`src/rtl/bpu_pkg.sv`:
```
package bpu_pkg;
    localparam logic [3:0] ADDR_BPA  = 4'h0;
    localparam logic [3:0] ADDR_BPB  = 4'h1;
    localparam logic [3:0] ADDR_MSK  = 4'h2;
    localparam logic [3:0] ADDR_BPD  = 4'h3;
    localparam logic [3:0] ADDR_CTRL = 4'h8;
    localparam logic [3:0] ADDR_STS  = 4'h9;

    localparam int C_TIMERS = 15;
    localparam int C_FLOW   = 13;
    localparam int C_EN_A   = 12;
    localparam int C_EN_B   = 11;
    localparam int C_EN_S   = 10;
    localparam int C_MASK   = 9;
    localparam int C_D_X    = 7;
    localparam int C_D_Y    = 4;
    localparam int C_D_Z    = 3;

    localparam int S_FLOW  = 7;
    localparam int S_BPA   = 6;
    localparam int S_BPB   = 5;
    localparam int S_ALONE = 4;
    localparam int S_BPD   = 3;
    localparam int S_FORCE = 1;
    localparam int S_OPC   = 0;

    localparam int STS_W = 8;
    localparam int NUM_BP = 4;
endpackage

```
`src/rtl/bpu_regfile.sv`:
```
module bpu_regfile
    import bpu_pkg::*;
#(
    parameter int DW = 16
) (
    input  logic                       clk,
    input  logic                       rst_n,
    input  logic                       wr_en,
    input  logic [3:0]                 wr_addr,
    input  logic [DW-1:0]              wr_data,
    output logic [NUM_BP-1:0][DW-1:0]  bp,
    output logic [DW-1:0]              ctrl
);
    localparam logic [DW-1:0] CTRL_WMASK = ~(DW'(3));

    typedef struct packed {
        logic [NUM_BP-1:0][DW-1:0] bp;
        logic [DW-1:0]             ctrl;
    } regs_t;

    regs_t st_d, st_q;

    always_comb begin
        st_d = st_q;
        if (wr_en) begin
            if (wr_addr < 4'(NUM_BP)) begin
                st_d.bp[wr_addr[1:0]] = wr_data;
            end else if (wr_addr == ADDR_CTRL) begin
                st_d.ctrl = wr_data & CTRL_WMASK;
            end
        end
    end

    always_ff @(posedge clk or negedge rst_n) begin
        if (!rst_n) begin
            st_q <= '0;
        end else begin
            st_q <= st_d;
        end
    end

    assign bp   = st_q.bp;
    assign ctrl = st_q.ctrl;
endmodule

```
`src/rtl/bpu_match.sv`:
```
module bpu_match
    import bpu_pkg::*;
#(
    parameter int          DW     = 16,
    parameter logic [15:0] BRK_OP = 16'h9598
) (
    input  logic                       fetch_valid,
    input  logic [DW-1:0]              fetch_pc,
    input  logic [15:0]                fetch_op,
    input  logic                       flow_chg,
    input  logic                       force_brk,
    input  logic [NUM_BP-1:0][DW-1:0]  bp,
    input  logic [DW-1:0]              ctrl,
    output logic [STS_W-1:0]           cause
);
    logic [DW-1:0]     ign_mask;
    logic [NUM_BP-1:0] hit;

    assign ign_mask = ctrl[C_MASK] ? bp[2] : '0;

    for (genvar i = 0; i < NUM_BP; i++) begin : g_cmp
        if (i == 2) begin : g_alone
            assign hit[i] = ctrl[C_EN_S] && fetch_valid && (fetch_pc == bp[i]);
        end else begin : g_prog
            logic en;
            if (i == 0) begin : g_a
                assign en = ctrl[C_EN_A];
            end else if (i == 1) begin : g_b
                assign en = ctrl[C_EN_B];
            end else begin : g_d
                assign en = ctrl[C_D_X] & ctrl[C_D_Y] & ctrl[C_D_Z];
            end
            assign hit[i] = en && fetch_valid &&
                            (((fetch_pc ^ bp[i]) & ~ign_mask) == '0);
        end
    end

    always_comb begin
        cause          = '0;
        cause[S_FLOW]  = ctrl[C_FLOW] & flow_chg;
        cause[S_BPA]   = hit[0];
        cause[S_BPB]   = hit[1];
        cause[S_ALONE] = hit[2];
        cause[S_BPD]   = hit[3];
        cause[S_FORCE] = force_brk;
        cause[S_OPC]   = fetch_valid && (fetch_op == BRK_OP);
    end
endmodule

```
`src/rtl/bpu_status.sv`:
```
module bpu_status
    import bpu_pkg::*;
(
    input  logic             clk,
    input  logic             rst_n,
    input  logic [STS_W-1:0] cause,
    input  logic             run_req,
    output logic             brk_req,
    output logic             halted,
    output logic [STS_W-1:0] status
);
    typedef struct packed {
        logic             brk;
        logic             halt;
        logic [STS_W-1:0] sts;
    } st_t;

    st_t st_d, st_q;

    always_comb begin
        st_d     = st_q;
        st_d.brk = 1'b0;
        if (st_q.halt) begin
            if (run_req) begin
                st_d.halt = 1'b0;
                st_d.sts  = '0;
            end
        end else if (|cause) begin
            st_d.brk  = 1'b1;
            st_d.halt = 1'b1;
            st_d.sts  = st_q.sts | cause;
        end
    end

    always_ff @(posedge clk or negedge rst_n) begin
        if (!rst_n) begin
            st_q <= '0;
        end else begin
            st_q <= st_d;
        end
    end

    assign brk_req = st_q.brk;
    assign halted  = st_q.halt;
    assign status  = st_q.sts;
endmodule

```
`src/rtl/bpu_top.sv`:
```
module bpu_top
    import bpu_pkg::*;
#(
    parameter int          DW     = 16,
    parameter logic [15:0] BRK_OP = 16'h9598
) (
    input  logic          clk,
    input  logic          rst_n,
    input  logic          reg_we,
    input  logic [3:0]    reg_addr,
    input  logic [DW-1:0] reg_wdata,
    output logic [DW-1:0] reg_rdata,
    input  logic          fetch_valid,
    input  logic [DW-1:0] fetch_pc,
    input  logic [15:0]   fetch_op,
    input  logic          flow_chg,
    input  logic          force_brk,
    input  logic          run_req,
    output logic          brk_req,
    output logic          halted,
    output logic          timers_run
);
    logic [NUM_BP-1:0][DW-1:0] bp;
    logic [DW-1:0]             ctrl;
    logic [STS_W-1:0]          cause;
    logic [STS_W-1:0]          status;

    bpu_regfile #(.DW(DW)) u_regs (
        .clk     (clk),
        .rst_n   (rst_n),
        .wr_en   (reg_we),
        .wr_addr (reg_addr),
        .wr_data (reg_wdata),
        .bp      (bp),
        .ctrl    (ctrl)
    );

    bpu_match #(.DW(DW), .BRK_OP(BRK_OP)) u_match (
        .fetch_valid (fetch_valid),
        .fetch_pc    (fetch_pc),
        .fetch_op    (fetch_op),
        .flow_chg    (flow_chg),
        .force_brk   (force_brk),
        .bp          (bp),
        .ctrl        (ctrl),
        .cause       (cause)
    );

    bpu_status u_sts (
        .clk     (clk),
        .rst_n   (rst_n),
        .cause   (cause),
        .run_req (run_req),
        .brk_req (brk_req),
        .halted  (halted),
        .status  (status)
    );

    always_comb begin
        reg_rdata = '0;
        case (reg_addr)
            ADDR_BPA:  reg_rdata = bp[0];
            ADDR_BPB:  reg_rdata = bp[1];
            ADDR_MSK:  reg_rdata = bp[2];
            ADDR_BPD:  reg_rdata = bp[3];
            ADDR_CTRL: reg_rdata = ctrl;
            ADDR_STS:  reg_rdata = DW'(status);
            default:   reg_rdata = '0;
        endcase
    end

    assign timers_run = ~halted | ctrl[C_TIMERS];
endmodule

```
`config.mk`:
```
export PLATFORM = sky130hd
export DESIGN_NAME = bpu_top
export DESIGN_NICKNAME = d
export VERILOG_FILES = /design/src/rtl/bpu_pkg.sv /design/src/rtl/bpu_regfile.sv /design/src/rtl/bpu_match.sv /design/src/rtl/bpu_status.sv /design/src/rtl/bpu_top.sv
export SDC_FILE = /design/constraint.sdc
export NUM_CORES = 1
export LEC_CHECK = 0
export ABC_AREA = 1
export BUFFER_PORTS_ARGS = -buffer_cell sky130_fd_sc_hd__buf_4
export CORE_MARGIN = 5
export CORE_UTILIZATION = 45
export CTS_BUF_LIST = sky130_fd_sc_hd__clkbuf_8
export CTS_CLUSTER_SIZE = 12
export DETAILED_ROUTE_END_ITERATION = 8
export GPL_TIMING_DRIVEN = 0
export PLACE_DENSITY = 0.71
export SLEW_MARGIN = 5
export SYNTH_ARGS = -nofsm -noshare
export SYNTH_HDL_FRONTEND = slang
export SYNTH_SLANG_ARGS = --single-unit
```
`constraint.sdc`:
```
create_clock -name clk -period 3 [get_ports clk]
set_clock_uncertainty 0.15 [all_clocks]
set_input_delay 0.3 -clock clk [delete_from_list [all_inputs] [get_ports clk]]
set_output_delay 0.3 -clock clk [all_outputs]
set_load 0.005 [all_outputs]
```
==> impl_metrics.csv <==
group,metric,value,unit
outcome,outcome,"finished, violations left",
outcome,violations,"hold timing",
global_route,groute.usage.overall,26.7,%
sta,rsz0062_at_grt,"false",
sta,finalCriticalPeriod,2.62,ns
routing,wl_per_cell,18.1,µm
critical_path,cp-end-kind,"primary output",
sta,setup_viol,0,
synth,synth_top_area_share,42.5,%
power_and_ir_drop,leakagePower,0.00315,µW
synth,avgSynthCellArea,6.91,µm²
critical_path,critPathBufInv,5,
synth,muxShareOfSynthArea,0,%
routing,viasPerCell,5.60,
synth,synth_nets,800,
synth,synth_common_cells,"nand2_1 (265), inv_1 (102), dfrtp_1 (87)",
routing,drt_iter0_markers,559,
critical_path,r2r_slack,0.94,ns
sta,timing.final.max_slew_violations,0,
critical_path,setup.worst_path.class,"input pin to primary output",
critical_path,r2r_end,"u_sts.status[4]$_DFFE_PN0P_",
placed_design,dpl_worst_slack,0.466,ns
critical_path,rr_startpoint,"u_regs.ctrl[9]$_DFFE_PN0P_",
sta,setup_slack,0.379,ns
critical_path,cp_slowest_stage_delay,0.38,ns
die,initial_core_util,45.4,%
layout,drive_gt1_share,15.1,%
routing,route.detailed.drc,0,
global_route,grt_overflow,0,
die,rows,39,
hold_path,hold_class,"input pin to asynchronous set/reset pin",
sta,hold_ws,-0.00830,ns
clocking,post_cts_resized,0,
clocking,cts_sinks,87,
global_route,grt_pass1_vias,5141,
synth,synth_xor_area_share,0.685,%
sta,period_share,87.4,%
layout,diodes,0,
synth,synth_edf_count,0,
layout,final_nets,888,
synth,async_reset_ff_share,100,%
critical_path,cp_max_fo,10,
synth,syn_area,0.00512,mm²
die,ios,78,
critical_path,required,2.55,ns
global_route,antenna_found_initial,0,
synth,synth_top_family_by_area,"simple AND/OR/NAND/NOR gates",
power_and_ir_drop,power_density,581,mW/mm²
critical_path,crit_top_cell,"buf_4",
synth,synth_seq_area_share,42.5,%
critical_path,critical_path.top_delay_family,"buffers and inverters",
clocking,cts_tree,"built",
sta,hold_viol,9,
synth,synth_fa_ha_area_share,0,%
synth,ys_ff_latch,87,
synth,yosysTopAreaCell,"dfrtp_1",
global_route,grt_max_degree,88,
layout,final_util,54.3,%
sta,fmax,0.382,GHz
clocking,cts_setup_buffers,0,
clocking,clockBufferDepth,2,
layout,fill_cells,1122,
synth,synth-compound-area-share,16.0,%
synth,synth_area_leaders,"dfrtp_1 (43%), nand2_1 (19%), o21ai_0 (8.2%), inv_1 (7.5%), nand3_1 (5.3%)",
routing,wirelength,17700,µm
die,die-area,0.0136,mm²
sta,fin_setup_tns,0,ns
routing,postRouteAntennaNets,0,
run,drv_cap,0,
clocking,cts_buffers,9,
critical_path,worstPathCellList,"buf_4 -> nor2_1 -> inv_2 -> nor3_2 -> inv_1 -> buf_2 -> o22ai_1 -> a21oi_1 -> o221ai_1 -> buf_4",
placed_design,dp_hpwl,12700,µm
synth,synth-simple-area-share,31.2,%
routing,drt_first_pass_iters,5,
clocking,clk_pin_slew,0.08,ns
critical_path,start_kind,"input pin",
critical_path,crit_slowest_cell,"nor3_2",
routing,vias,5466,
synth,syn-instance-count,741,
sta,relSlewSlack,25.9,%
die,die_x,117,µm
placed_design,gp_congestion,0.947,
synth,synth.distinct_cells,30,
synth,synth_ff_type,"dfrtp_1",
synth,yosysMostFrequentCell,"nand2_1",
global_route,grt_pass1_wl,27300,µm
clocking,cts_root_buf,"clkbuf_8",
layout,syn_to_final_growth,19.6,%
die,die_height,117,µm
sta,worstMarginPinSlew,1.11,ns
synth,yosysWarnings,0,
power_and_ir_drop,ir_drop,0.243,mV
critical_path,ff2ff_path_depth,12,
critical_path,cp_data_arrival_time,2.17,ns
placed_design,portBuffers,76,
clocking,cts_max_level,3,
clocking,clkLatencyLatePin,0.37,ns
die,core-area,0.0113,mm²
[power breakdown]
part	internal [µW]	switching (µW)	total, µW	leakage, µW
clock network	592	427	1020	0.000127
registers	1400	210	1610	0.00111
logic	375	557	932	0.00191
[placed cells by master (no fill, tap or decap), drive strengths merged]
cell type / synthesis / routed
a21oi: 20 / 20
a221o: 1 / 1
a221oi: 7 / 7
a31oi: 2 / 2
buf: 4 / 80
bufinv: 0 / 3
clkbuf: 17 / 28
dfrtp: 87 / 87
dlygate4sd3: 0 / 1
inv: 104 / 105
nand2: 276 / 276
nand3: 54 / 54
nand3b: 2 / 2
nor2: 44 / 44
nor3: 3 / 3
o2111ai: 3 / 3
o21ai: 87 / 87
o221ai: 8 / 8
o22ai: 12 / 12
or2: 6 / 6
xnor2: 4 / 4
[per-stage QoR]
stage / instance area (µm²) / cells / total power, µW
6_report: 6120 / 976 / 3560
2_1_floorplan: 5120 / 741 / 2170
4_1_cts: 6120 / 976 / 3550
3_5_place_dp: 5870 / 960 / 2540
3_3_place_gp: 5870 / 960 / 2500
5_1_grt: 6120 / 976 / 3770
[registers in the layout (all words and copies together) (netlist names)]
name,cells
u_sts.brk_req,1
u_sts.halted,1
u_regs.bp,64
u_regs.ctrl,14
u_sts.status,7
[logic make-up after synthesis]
group	after synthesis
and+or+nand+nor	385
AOI/OAI and AO/OA	140
buffers and inverters	125
DFF	87
xor gates and xnor gates	4
[final cells by class]
type                            count  area, µm²  area share [%]
Inverter                          104        390            6.38
Clock inverter                      4       93.8            1.53
Buffer                             21        103            1.68
Clock buffer                       11        151            2.47
Tap cell                          143        179            2.92
Timing Repair Buffer               77        581            9.48
Sequential cell                    87       2180            35.6
Multi-Input combinational cell    529       2450            40.0
[how the worst max path moves through the flow]
stage,from,to,slack [ns],cells after the start
floorplan,reg_addr[2],reg_rdata[10],1.24,8
global placement,reg_addr[2],reg_rdata[2],0.45,10
detailed placement,reg_addr[2],reg_rdata[2],0.47,10
CTS,reg_addr[2],reg_rdata[2],0.46,10
global route,reg_addr[2],reg_rdata[9],0.32,10
finish,reg_addr[2],reg_rdata[2],0.38,10
[per-layer routing]
layer	global-route usage [%]	up-vias	wire length, µm
met4	10.0	0	622
met3	4.87	59	2040
met2	43.6	317	8130
met1	35.4	2550	6930
met5	0	-	0
li1	-	2540	-
[repair_timing]
item / CTS / global route
endpoints found under the hold margin: 1 / 0
endpoints found under the setup margin: 0 / 0
hold buffers: 1 / 0
No activity file was read; power rests on OpenSTA's default activity.
